### src/rtl/wwd_pkg.sv
package wwd_pkg;

  typedef enum logic [2:0] {
    ST_IDLE,
    ST_IGNORE,
    ST_LONG,
    ST_CLOSED,
    ST_OPEN,
    ST_PARKED
  } wdState_t;

  typedef struct packed {
    logic loadBase;
    logic loadLong;
  } winCtl_t;

endpackage

### src/rtl/wwd_timer.sv
module wwd_timer
  import wwd_pkg::*;
#(
  parameter int FAST_TICKS = 32,
  parameter int SLOW_TICKS = 64,
  parameter int LONG_MULT  = 4
) (
  input  logic    clk,
  input  logic    rstN,
  input  logic    tick,
  input  logic    slowSel,
  input  winCtl_t ctl,
  output logic    expire
);

  localparam int MAX_BASE = (SLOW_TICKS > FAST_TICKS) ? SLOW_TICKS : FAST_TICKS;
  localparam int CW = $clog2(MAX_BASE * LONG_MULT + 1);
  localparam logic [CW-1:0] FAST_B = CW'(FAST_TICKS);
  localparam logic [CW-1:0] SLOW_B = CW'(SLOW_TICKS);
  localparam logic [CW-1:0] FAST_L = CW'(FAST_TICKS * LONG_MULT);
  localparam logic [CW-1:0] SLOW_L = CW'(SLOW_TICKS * LONG_MULT);

  logic [CW-1:0] cnt;
  logic [CW-1:0] baseLen;
  logic [CW-1:0] longLen;

  always_comb begin
    baseLen = slowSel ? SLOW_B : FAST_B;
    longLen = slowSel ? SLOW_L : FAST_L;
  end

  always_ff @(posedge clk or negedge rstN) begin
    if (!rstN) begin
      cnt <= '0;
    end else if (ctl.loadLong) begin
      cnt <= longLen;
    end else if (ctl.loadBase) begin
      cnt <= baseLen;
    end else if (tick && cnt != '0) begin
      cnt <= cnt - 1'b1;
    end
  end

  assign expire = tick && (cnt == CW'(1));

  AST_BASE_LOADED: assert property (@(posedge clk) disable iff (!rstN)
    ctl.loadBase |=> (cnt == FAST_B || cnt == SLOW_B));

  AST_LONG_LOADED: assert property (@(posedge clk) disable iff (!rstN)
    ctl.loadLong |=> (cnt == FAST_L || cnt == SLOW_L));

  AST_HOLD_NO_TICK: assert property (@(posedge clk) disable iff (!rstN)
    (!tick && !ctl.loadBase && !ctl.loadLong) |=> $stable(cnt));

endmodule

### src/rtl/wwd_ctrl.sv
module wwd_ctrl
  import wwd_pkg::*;
(
  input  logic    clk,
  input  logic    rstN,
  input  logic    relPulse,
  input  logic    trigValid,
  input  logic    enable,
  input  logic    expire,
  output winCtl_t ctl,
  output logic    rstReq
);

  wdState_t stQ, stD;
  logic     faultD;

  always_comb begin
    stD    = stQ;
    ctl    = '0;
    faultD = 1'b0;
    case (stQ)
      ST_IDLE: begin
        if (relPulse) begin
          if (enable) begin
            stD = ST_IGNORE;
            ctl.loadBase = 1'b1;
          end else begin
            stD = ST_PARKED;
          end
        end
      end
      ST_PARKED: begin
        if (enable) begin
          stD = ST_IGNORE;
          ctl.loadBase = 1'b1;
        end
      end
      default: begin
        if (!enable) begin
          stD = ST_PARKED;
        end else if (relPulse) begin
          stD = ST_IGNORE;
          ctl.loadBase = 1'b1;
        end else begin
          case (stQ)
            ST_IGNORE: begin
              if (expire) begin
                stD = ST_LONG;
                ctl.loadLong = 1'b1;
              end
            end
            ST_LONG, ST_OPEN: begin
              if (trigValid) begin
                stD = ST_CLOSED;
                ctl.loadBase = 1'b1;
              end else if (expire) begin
                faultD = 1'b1;
              end
            end
            ST_CLOSED: begin
              if (trigValid) begin
                faultD = 1'b1;
              end else if (expire) begin
                stD = ST_OPEN;
                ctl.loadBase = 1'b1;
              end
            end
            default: stD = ST_IDLE;
          endcase
          if (faultD) stD = ST_IDLE;
        end
      end
    endcase
  end

  always_ff @(posedge clk or negedge rstN) begin
    if (!rstN) begin
      stQ    <= ST_IDLE;
      rstReq <= 1'b0;
    end else begin
      stQ    <= stD;
      rstReq <= faultD;
    end
  end

  AST_SINGLE_PULSE: assert property (@(posedge clk) disable iff (!rstN)
    rstReq |=> !rstReq);

  AST_IDLE_AFTER_REQ: assert property (@(posedge clk) disable iff (!rstN)
    rstReq |-> (stQ == ST_IDLE));

  AST_EARLY_TRIG: assert property (@(posedge clk) disable iff (!rstN)
    (stQ == ST_CLOSED && trigValid && enable && !relPulse) |=> rstReq);

  AST_PARKED_QUIET: assert property (@(posedge clk) disable iff (!rstN)
    !enable |=> !rstReq);

  AST_IGNORE_QUIET: assert property (@(posedge clk) disable iff (!rstN)
    (stQ == ST_IGNORE) |=> !rstReq);

  AST_IDLE_QUIET: assert property (@(posedge clk) disable iff (!rstN)
    (stQ == ST_IDLE) |=> !rstReq);

endmodule

### src/rtl/win_watchdog.sv
module win_watchdog
  import wwd_pkg::*;
#(
  parameter int FAST_TICKS = 32,
  parameter int SLOW_TICKS = 64,
  parameter int LONG_MULT  = 4
) (
  input  logic       clk,
  input  logic       rstN,
  input  logic       tick,
  input  logic       relPulse,
  input  logic       trigValid,
  input  logic [1:0] modeSel,
  input  logic       lowLoad,
  output logic       rstReq
);

  localparam logic [1:0] MODE_SLOW = 2'b01;
  localparam logic [1:0] MODE_OFF  = 2'b11;

  winCtl_t ctl;
  logic    expire;
  logic    enable;
  logic    slowSel;

  assign enable  = !lowLoad && (modeSel != MODE_OFF);
  assign slowSel = (modeSel == MODE_SLOW);

  wwd_timer #(
    .FAST_TICKS(FAST_TICKS),
    .SLOW_TICKS(SLOW_TICKS),
    .LONG_MULT (LONG_MULT)
  ) u_timer (
    .clk    (clk),
    .rstN   (rstN),
    .tick   (tick),
    .slowSel(slowSel),
    .ctl    (ctl),
    .expire (expire)
  );

  wwd_ctrl u_ctrl (
    .clk      (clk),
    .rstN     (rstN),
    .relPulse (relPulse),
    .trigValid(trigValid),
    .enable   (enable),
    .expire   (expire),
    .ctl      (ctl),
    .rstReq   (rstReq)
  );

  AST_OFF_MODE_QUIET: assert property (@(posedge clk) disable iff (!rstN)
    (modeSel == MODE_OFF) |=> !rstReq);

endmodule

### config.mk
export PLATFORM = sky130hd
export DESIGN_NAME = win_watchdog
export DESIGN_NICKNAME = d
export VERILOG_FILES = /design/src/rtl/wwd_pkg.sv /design/src/rtl/wwd_timer.sv /design/src/rtl/wwd_ctrl.sv /design/src/rtl/win_watchdog.sv
export SDC_FILE = /design/constraint.sdc
export NUM_CORES = 1
export LEC_CHECK = 0
export BUFFER_PORTS_ARGS = -buffer_cell sky130_fd_sc_hd__buf_2
export CORE_UTILIZATION = 60
export DETAILED_ROUTE_END_ITERATION = 6
export PLACE_DENSITY = 0.81
export SETUP_SLACK_MARGIN = 0.1
export SYNTH_ARGS = -nofsm -noshare
export SYNTH_HDL_FRONTEND = slang
export SYNTH_SLANG_ARGS = --single-unit
### constraint.sdc
create_clock -name clk -period 3.5 [get_ports clk]
set_input_delay 0.175 -clock clk [delete_from_list [all_inputs] [get_ports clk]]
set_output_delay 0.175 -clock clk [all_outputs]
set_load 0.03 [all_outputs]
==> report_table.html, run 1 <==
<table>
<tr><th>Metric</th><th>Value</th></tr>
<tr><th colspan="2">Setup path</th></tr>
<tr><td>Last element of the critical path</td><td>u_timer.cnt[2]</td></tr>
<tr><td>Worst path arrival time</td><td>roughly 2100 ps</td></tr>
<tr><td>Slowest-stage cell, CP</td><td>or3_1</td></tr>
<tr><td>Stages on the worst setup path</td><td>5</td></tr>
<tr><td>Total buffers and inverters traversed by the critical path</td><td>0</td></tr>
<tr><td>Critical Setup Path Class</td><td>reg2reg</td></tr>
<tr><td>Launching instance or port of the critical path</td><td>u_timer.cnt[2]</td></tr>
<tr><td>Critical-path cell list</td><td>nor4_4 -&gt; nand3_2 -&gt; or3_1 -&gt; nand2_1 -&gt; nor2_1</td></tr>
<tr><td>FF-to-FF setup slack</td><td>1560 ps</td></tr>
<tr><td>Worst r2r dst</td><td>u_timer.cnt[2]</td></tr>
<tr><td>Crit end category</td><td>flop</td></tr>
<tr><td>Origin of the critical flop-to-flop path</td><td>u_timer.cnt[2]</td></tr>
<tr><td>Reg2reg path depth</td><td>5</td></tr>
<tr><td>Maximum fanout encountered on the critical timing path</td><td>6</td></tr>
<tr><td>CP delay by family, top</td><td>simple AND/OR/NAND/NOR gates</td></tr>
<tr><td>Required time at the worst-slack endpoint</td><td>3650 ps</td></tr>
<tr><td>CP Launch Type</td><td>flop</td></tr>
<tr><td>Slowest cell delay on critical path</td><td>480 ps</td></tr>
<tr><th colspan="2">Yosys</th></tr>
<tr><td>Post-Synthesis Cells</td><td>111</td></tr>
<tr><td>Seq/Total Area, Yosys</td><td>33.90%</td></tr>
<tr><td>Dominant synthesized flop cell</td><td>dfrtp_1</td></tr>
<tr><td>Register bit total from synthesis</td><td>13</td></tr>
<tr><td>Number of enable flip-flop cells after synthesis</td><td>0</td></tr>
<tr><td>Synthesized netlist net count</td><td>122</td></tr>
<tr><td>Post-synthesis instance area</td><td>around 960 um^2</td></tr>
<tr><td>Ys async rst share</td><td>100.0%</td></tr>
<tr><td>Number of distinct library cell variants in the gate-level netlist after synthesis</td><td>43</td></tr>
<tr><td>Synth warn</td><td>0</td></tr>
<tr><td>Average size of a mapped cell</td><td>8.646 um^2</td></tr>
<tr><th colspan="2">Flow run</th></tr>
<tr><td>Max-Cap Viols</td><td>0</td></tr>
<tr><th colspan="2">Floorplanning</th></tr>
<tr><td>Die Ht</td><td>42.00 um</td></tr>
<tr><td>Initial core utilization</td><td>between 60% and 70%</td></tr>
<tr><td>Total die area</td><td>between 1500 and 2000 um^2</td></tr>
<tr><td>Width of the die</td><td>42.00 um</td></tr>
<tr><td>Placeable core region</td><td>1506 um^2</td></tr>
<tr><td>Row Count</td><td>14</td></tr>
<tr><td>Top-level I/O count</td><td>9</td></tr>
<tr><th colspan="2">Placement</th></tr>
<tr><td>GPL Wtd Cong</td><td>0.9144</td></tr>
<tr><td>Instance area at placement</td><td>around 1000 um^2</td></tr>
<tr><td>Input/output buffers</td><td>8</td></tr>
<tr><td>Half-perimeter wire length after detailed placement</td><td>1.448 mm</td></tr>
<tr><th colspan="2">Cells and area</th></tr>
<tr><td>Final instance area</td><td>1033 um^2</td></tr>
<tr><td>Final layout net count</td><td>about 130</td></tr>
<tr><td>Area added between synthesis and finish</td><td>7.692%</td></tr>
<tr><td>Proportion of layout cells with a drive suffix above 1</td><td>13.45%</td></tr>
<tr><td>Antenna cell count</td><td>0</td></tr>
<tr><th colspan="2">Clock network</th></tr>
<tr><td>Root buf cell</td><td>clkbuf_4</td></tr>
<tr><td>Clock-pin slew reported for the worst setup and hold paths after clock tree synthesis</td><td>80 ps</td></tr>
<tr><td>TritonCTS clock tree</td><td>built</td></tr>
<tr><td>Clk Latency, worst-skew pair</td><td>270 ps</td></tr>
<tr><td>Maximum root-to-sink buffer count</td><td>2</td></tr>
<tr><td>H-tree level count</td><td>1</td></tr>
<tr><td>Clock buffer count from CTS</td><td>3</td></tr>
<tr><td>Total number of clock tree sinks</td><td>13</td></tr>
<tr><th colspan="2">Routing</th></tr>
<tr><td>Total Routed Length</td><td>1.936 mm</td></tr>
<tr><td>DR iter-0 viols</td><td>16</td></tr>
<tr><td>Remaining design rule violation count</td><td>0</td></tr>
<tr><td>DR vias/cell</td><td>6.207</td></tr>
<tr><td>Via count of the routed design</td><td>838</td></tr>
<tr><td>Drt wl/cell</td><td>14.34 um</td></tr>
<tr><td>Number of iterations in the first detailed-routing pass</td><td>5</td></tr>
<tr><td>Post-detailed-route count of antenna-violating nets</td><td>0</td></tr>
<tr><th colspan="2">STA</th></tr>
<tr><td>Final-report hold violation count</td><td>0</td></tr>
<tr><td>Worst-margin pin slew</td><td>589.6 ps</td></tr>
<tr><td>Relative slew margins</td><td>about three fifths</td></tr>
<tr><td>Worst Clk Skew</td><td>3.733 ps</td></tr>
<tr><td>Setup Total Neg Slack</td><td>0 ps</td></tr>
<tr><td>Unrepaired setup endpoints after global routing</td><td>false</td></tr>
<tr><td>Post-route fraction of the period consumed by the critical path</td><td>55.32%</td></tr>
<tr><td>Max-slew violation count</td><td>0</td></tr>
<tr><td>Top achievable clock speed</td><td>0.5164 GHz</td></tr>
<tr><td>Final setup violating endpoints</td><td>0</td></tr>
<tr><td>Min Tclk post-route</td><td>between 1500 and 2000 ps</td></tr>
<tr><th colspan="2">Status</th></tr>
<tr><td>Status</td><td>finished, final reports clean</td></tr>
<tr><th colspan="2">Hold path</th></tr>
<tr><td>Hold path start</td><td>lowLoad</td></tr>
<tr><td>Hold Crit Class</td><td>in2reg</td></tr>
<tr><th colspan="2">Global route</th></tr>
<tr><td>Total GRT Usage</td><td>25.57%</td></tr>
<tr><td>Grt ovf</td><td>0</td></tr>
<tr><td>Via count of the first global-routing pass</td><td>771</td></tr>
<tr><td>Initial antenna violation count</td><td>0</td></tr>
<tr><td>Largest net degree at the start of global routing</td><td>16</td></tr>
<tr><td>Wire length of the first global-routing pass</td><td>3.450 mm</td></tr>
<tr><th colspan="2">Pwr</th></tr>
<tr><td>Power, Total</td><td>670.1 uW</td></tr>
<tr><td>Power per cell area</td><td>648.4 nW/um^2</td></tr>
<tr><td>Static leakage</td><td>around 0.42 nW</td></tr>
<tr><td>Maximum VDD drop</td><td>0.0003903 V</td></tr>
</table>
## logic make-up (layout without fill, tap and decap cells)
| family | after synthesis | count (layout) | share of synthesized area (%) |
|---|---|---|---|
| multiplexers | 3 | 3 | 3.259 |
| AO/OA/AOI/OAI | 30 | 30 | 20.60 |
| AND/OR/NAND/NOR | 46 | 46 | 28.42 |
| XOR/XNOR | 5 | 5 | 4.564 |
| flip-flops | 13 | 13 | 33.90 |
| adder cells (fa/ha/maj) | 4 | 4 | 4.955 |
| buffers and inverters | 10 | 18 | 4.303 |
## metrics by stage
step           instances  setup WS (ps)  hold slack [ps]  utilization [%]
4_1_cts              135           1554            229.5            68.60
5_1_grt              135           1384            226.1            68.60
2_1_floorplan        111           1773           -120.6                -
3_3_place_gp         130           1628            75.44            66.20
3_5_place_dp         130           1583            76.80            66.20
6_report             135           1564            236.6            68.60
## per-layer routing
metal,wire length [um],global-route usage (%),vias up
met5,0,0,-
met4,15,7.742,0
met3,59,5.172,2
met2,961,40.63,17
met1,899,35.31,394
li1,-,-,425
## power by group
| part | switching [mW] | internal [mW] | leakage (nW) |
|---|---|---|---|
| logic | 0.157 | 0.134 | 0.243 |
| registers | 0.0877 | 0.199 | 0.163 |
| clock network | 0.0490 | 0.0441 | 0.0150 |
## state kept, by name, summed over array words and instances (netlist names)
name           count
u_ctrl.stQ         3
u_timer.cnt        9
u_ctrl.rstReq      1
## layout make-up
type / count / area (um^2)
Multi-Input combinational cell: 88 / 593.1
Fill cell: 131 / 473.0
Sequential cell: 13 / 325.3
Timing Repair Buffer: 9 / 50.05
Clock buffer: 4 / 26.28
Tap cell: 16 / 20.02
Inverter: 5 / 18.77
## worst min-delay path by stage
stage / endpoint / cells after the start
2_1_floorplan: u_ctrl.rstReq / 0
3_3_place_gp: u_timer.cnt[3] / 1
3_5_place_dp: u_timer.cnt[3] / 1
4_1_cts: u_ctrl.rstReq / 4
5_1_grt: u_ctrl.stQ[1] / 3
6_report: u_ctrl.rstReq / 4
## cells in the mapped netlist (2+ instances only)
master | count | share of area (%)
a21oi_1 | 8 | 4.2
clkbuf_1 | 2 | 0.78
inv_1 | 5 | 2.0
dfrtp_1 | 13 | 34
nor4_1 | 2 | 1.3
ha_1 | 3 | 3.9
a31oi_1 | 3 | 2.0
xnor2_1 | 3 | 2.7
nor2b_1 | 5 | 3.3
nor2_1 | 8 | 3.1
nor3_1 | 6 | 3.1
nand3b_1 | 2 | 1.6
nand2b_1 | 2 | 1.3
mux2i_1 | 2 | 2.1
buf_2 | 3 | 1.6
a211oi_1 | 4 | 3.1
o22ai_1 | 3 | 2.0
xor2_1 | 2 | 1.8
nand2_1 | 9 | 3.5
o21ai_0 | 2 | 1.0
and2_1 | 2 | 1.3
## worst min-delay path, stage by stage
cell     delay (ps)
buf_2           100
a21oi_1          60
nand2_1          90
a21oi_1          50
## cell usage in the layout, fill, tap and decap left out, drive strengths merged, types with 2 or more instances in the layout
cell and instances:
dfrtp 13, nand2 9, a21oi 8, nor2 8, buf 8, nor3 7
inv 5, nor2b 5, a211oi 4, clkbuf 4, a31oi 3, xnor2 3
o22ai 3, ha 3, o21ai 3, nor4 3, and2 2, nand3b 2
xor2 2, nand2b 2, mux2i 2, nand3 2, o31ai 2
## repair_timing
item | in CTS | in global routing
hold buffers | 1 | 0
buffers inserted | 0 | 0
endpoints found under the hold margin | 13 | 0
gates resized for setup | 0 | 0
Note: power is estimated with default switching activity, not from simulation.
==> inputs of run 2 (changes only) <==
--- a/config.mk
+++ b/config.mk
@@ -5,10 +5,11 @@
 export SDC_FILE = /design/constraint.sdc
 export NUM_CORES = 1
 export LEC_CHECK = 0
+export ABC_AREA = 1
 export BUFFER_PORTS_ARGS = -buffer_cell sky130_fd_sc_hd__buf_2
-export CORE_UTILIZATION = 60
+export CORE_UTILIZATION = 57
 export DETAILED_ROUTE_END_ITERATION = 6
-export PLACE_DENSITY = 0.81
+export PLACE_DENSITY = 0.77
 export SETUP_SLACK_MARGIN = 0.1
 export SYNTH_ARGS = -nofsm -noshare
 export SYNTH_HDL_FRONTEND = slang
==> constraint.sdc (replaced) <==
create_clock -name clk -period 2 [get_ports clk]
set_input_delay 0.1 -clock clk [delete_from_list [all_inputs] [get_ports clk]]
set_output_delay 0.1 -clock clk [all_outputs]
set_load 0.03 [all_outputs]
==> report_table.html, run 2 <==
<table>
<tr><th>Metric</th><th>Value</th></tr>
<tr><th colspan="2">Status</th></tr>
<tr><td>Status</td><td>finished, final reports clean</td></tr>
<tr><th colspan="2">Setup path</th></tr>
<tr><td>Critical Setup Path Class</td><td>reg2reg</td></tr>
<tr><td>Reg2reg path depth</td><td>7</td></tr>
<tr><td>Worst r2r dst</td><td>u_timer.cnt[3]</td></tr>
<tr><td>CP Launch Type</td><td>flop</td></tr>
<tr><td>Crit end category</td><td>flop</td></tr>
<tr><td>FF-to-FF setup slack</td><td>around 350 ps</td></tr>
<tr><td>Worst path arrival time</td><td>1810 ps</td></tr>
<tr><td>Maximum fanout encountered on the critical timing path</td><td>5</td></tr>
<tr><td>Origin of the critical flop-to-flop path</td><td>u_timer.cnt[1]</td></tr>
<tr><td>Required time at the worst-slack endpoint</td><td>between 2000 and 2500 ps</td></tr>
<tr><th colspan="2">Routing</th></tr>
<tr><td>Drt wl/cell</td><td>11.39 um</td></tr>
<tr><td>Remaining design rule violation count</td><td>0</td></tr>
<tr><td>Total Routed Length</td><td>1.947 mm</td></tr>
<tr><td>Number of iterations in the first detailed-routing pass</td><td>4</td></tr>
<tr><td>DR iter-0 viols</td><td>18</td></tr>
<tr><td>Via count of the routed design</td><td>~900</td></tr>
<tr><td>DR vias/cell</td><td>roughly 5.2</td></tr>
<tr><td>Post-detailed-route count of antenna-violating nets</td><td>0</td></tr>
<tr><th colspan="2">Floorplanning</th></tr>
<tr><td>Total die area</td><td>around 1900 um^2</td></tr>
<tr><td>Placeable core region</td><td>around 1600 um^2</td></tr>
<tr><td>Top-level I/O count</td><td>9</td></tr>
<tr><td>Row Count</td><td>14</td></tr>
<tr><td>Die Ht</td><td>43.70 um</td></tr>
<tr><td>Initial core utilization</td><td>63.56%</td></tr>
<tr><td>Width of the die</td><td>43.70 um</td></tr>
<tr><th colspan="2">Yosys</th></tr>
<tr><td>Synthesized netlist net count</td><td>153</td></tr>
<tr><td>Leading cell type by number of instances after synthesis</td><td>nand2_1</td></tr>
<tr><td>Seq/Total Area, Yosys</td><td>32.83%</td></tr>
<tr><td>Ys async rst share</td><td>100.0%</td></tr>
<tr><td>Register bit total from synthesis</td><td>13</td></tr>
<tr><td>Number of enable flip-flop cells after synthesis</td><td>0</td></tr>
<tr><td>Post-synthesis instance area</td><td>991.0 um^2</td></tr>
<tr><td>Commonest cells in the synthesized netlist</td><td>nand2_1 (40), nor2_1 (20), inv_1 (17)</td></tr>
<tr><td>Top cell type's share of synthesized area</td><td>between 30 and 40%</td></tr>
<tr><td>Largest cells by area after synthesis</td><td>dfrtp_1 (33%), nand2_1 (15%), nor2_1 (7.6%)</td></tr>
<tr><td>Average size of a mapped cell</td><td>6.979 um^2</td></tr>
<tr><td>Dominant synthesized flop cell</td><td>dfrtp_1</td></tr>
<tr><td>Number of distinct library cell variants in the gate-level netlist after synthesis</td><td>24</td></tr>
<tr><td>Synth warn</td><td>0</td></tr>
<tr><td>Library cell occupying the most area in the post-synthesis netlist</td><td>dfrtp_1</td></tr>
<tr><td>Post-Synthesis Cells</td><td>roughly 140</td></tr>
<tr><th colspan="2">Placement</th></tr>
<tr><td>Input/output buffers</td><td>8</td></tr>
<tr><td>GPL Wtd Cong</td><td>between 0.9 and 1</td></tr>
<tr><td>Worst slack at placement</td><td>approximately 340 ps</td></tr>
<tr><td>Half-perimeter wire length after detailed placement</td><td>1.562 mm</td></tr>
<tr><th colspan="2">STA</th></tr>
<tr><td>Unrepaired setup endpoints after global routing</td><td>false</td></tr>
<tr><td>Final setup violating endpoints</td><td>0</td></tr>
<tr><td>Setup Total Neg Slack</td><td>0 ps</td></tr>
<tr><td>Relative slew margins</td><td>75.27%</td></tr>
<tr><td>Worst-margin pin slew</td><td>around 370 ps</td></tr>
<tr><td>Max-slew violation count</td><td>0</td></tr>
<tr><td>Worst Hold Slack</td><td>~200 ps</td></tr>
<tr><td>Post-route fraction of the period consumed by the critical path</td><td>82.70%</td></tr>
<tr><td>Worst Clk Skew</td><td>0.5474 ps</td></tr>
<tr><td>Min Tclk post-route</td><td>1654 ps</td></tr>
<tr><td>Final-report hold violation count</td><td>0</td></tr>
<tr><td>Worst Slack Setup Final</td><td>345.9 ps</td></tr>
<tr><td>Top achievable clock speed</td><td>between 0.6 and 0.7 GHz</td></tr>
<tr><th colspan="2">Cells and area</th></tr>
<tr><td>Number of flip-flops in the largest register</td><td>9</td></tr>
<tr><td>Final layout net count</td><td>167</td></tr>
<tr><td>Proportion of layout cells with a drive suffix above 1</td><td>a little under a fifth</td></tr>
<tr><td>Area added between synthesis and finish</td><td>9.722%</td></tr>
<tr><td>Register bank with the most flops</td><td>u_timer.cnt</td></tr>
<tr><td>Most common library cell in the layout ignoring fill and taps</td><td>nand2_1</td></tr>
<tr><td>Combined flip-flop and latch cell area</td><td>325.3 um^2</td></tr>
<tr><td>Utilization after layout</td><td>around 70%</td></tr>
<tr><td>Highest-count cells in the layout ignoring fill and taps</td><td>nand2_1 (40), nor2_1 (20), inv_1 (17), dfrtp_1 (13)</td></tr>
<tr><td>Number of filler cells placed in the layout</td><td>143</td></tr>
<tr><td>Regs by FF count</td><td>u_timer.cnt: 9 flops, u_ctrl.stQ: 3 flops, u_ctrl.rstReq: 1 flops</td></tr>
<tr><td>Antenna cell count</td><td>0</td></tr>
<tr><td>Area of combinational cells with multiple inputs</td><td>approximately 600 um^2</td></tr>
<tr><th colspan="2">Global route</th></tr>
<tr><td>Largest net degree at the start of global routing</td><td>14</td></tr>
<tr><td>Total GRT Usage</td><td>24.58%</td></tr>
<tr><td>Grt ovf</td><td>0</td></tr>
<tr><td>Initial antenna violation count</td><td>0</td></tr>
<tr><td>Via count of the first global-routing pass</td><td>812</td></tr>
<tr><td>Wire length of the first global-routing pass</td><td>around 3.4 mm</td></tr>
<tr><th colspan="2">Pwr</th></tr>
<tr><td>Maximum VDD drop</td><td>between 0.0007 and 0.0008 V</td></tr>
<tr><td>Static leakage</td><td>0.5977 nW</td></tr>
<tr><td>Power, Total</td><td>1.456 mW</td></tr>
<tr><td>Power per cell area</td><td>around 1300 nW/um^2</td></tr>
<tr><th colspan="2">Clock network</th></tr>
<tr><td>Root buf cell</td><td>clkbuf_4</td></tr>
<tr><td>Clk Latency, worst-skew pair</td><td>~270 ps</td></tr>
<tr><td>Clock-pin slew reported for the worst setup and hold paths after clock tree synthesis</td><td>70 ps</td></tr>
<tr><td>Maximum root-to-sink buffer count</td><td>2</td></tr>
<tr><td>Post-CTS Resized</td><td>0</td></tr>
<tr><td>Clock buffer count from CTS</td><td>3</td></tr>
<tr><td>H-tree level count</td><td>1</td></tr>
<tr><td>Total number of clock tree sinks</td><td>13</td></tr>
<tr><td>TritonCTS clock tree</td><td>built</td></tr>
<tr><th colspan="2">Hold path</th></tr>
<tr><td>Hold Path Cell Cnt</td><td>4</td></tr>
<tr><td>Sink of the worst hold path</td><td>u_ctrl.stQ[2]</td></tr>
<tr><td>Hold path start</td><td>relPulse</td></tr>
<tr><td>Hold Crit Class</td><td>in2reg</td></tr>
<tr><th colspan="2">Flow run</th></tr>
<tr><td>Max-Cap Viols</td><td>0</td></tr>
</table>
-- run 2: worst max path at each step --
| stage | slack, ps | to | cells past startpoint | start |
|---|---|---|---|---|
| 2_1_floorplan | 540 | u_timer.cnt[7] | 9 | u_timer.cnt[1] |
| 3_3_place_gp | 450 | u_timer.cnt[3] | 7 | u_timer.cnt[1] |
| 3_5_place_dp | 340 | u_timer.cnt[3] | 7 | u_timer.cnt[1] |
| 4_1_cts | 330 | u_timer.cnt[3] | 7 | u_timer.cnt[1] |
| 5_1_grt | 210 | u_ctrl.stQ[2] | 9 | u_timer.cnt[1] |
| 6_report | 350 | u_timer.cnt[3] | 7 | u_timer.cnt[1] |
-- run 2: power breakdown --
group	total [mW]	internal [mW]	switching, mW
logic	0.826	0.306	0.519
registers	0.473	0.367	0.106
clock network	0.158	0.0774	0.0803
total	1.46	0.751	0.705
-- run 2: metrics by stage --
step / area, um^2 / instances
6_report: 1087 / 171
3_3_place_gp: 1051 / 166
2_1_floorplan: 991.0 / 142
4_1_cts: 1087 / 171
3_5_place_dp: 1051 / 166
5_1_grt: 1087 / 171
-- run 2: final cells by class --
type                       instances  area share [%]
multi-input combinational        109           54.32
sequential                        13           29.92
tap                               16           1.841
timing repair buffer               9           4.603
clock buffer                       4           2.417
inverter                          20           6.905
-- run 2: timing repair --
item	CTS	global route
hold endpoints to repair	13	0
hold buffers	1	0
setup buffers	0	0
-- run 2: metal layers --
metal / wire (um) / global-route usage (%) / vias to the layer above / part of all wire [%]
li1: - / - / 470 / -
met1: 954 / 33.78 / 395 / 49
met2: 897 / 40.00 / 19 / 46
met3: 72 / 3.750 / 4 / 3.7
met4: 22 / 7.500 / 0 / 1.1
met5: 0 / 0 / - / 0
-- run 2: kinds of logic (layout without fill, tap and decap cells) --
kind of cell    Yosys count  count (layout)  share of synthesized area [%]
flops                    13              13                          32.83
xor+xnor                  7               7                          6.187
compound gates           11              11                          6.187
fa+ha+maj                 3               3                          3.788
simple gates             88              88                          43.43
buf+inv                  20              33                          7.576
-- run 2: critical path: stages (launching register included) --
cell and delay (ps):
dfrtp_1 390, inv_1 140, ha_1 160, nand2_1 90
nor3_4 290, nand3_2 170, nand2_1 200, nor2_1 90
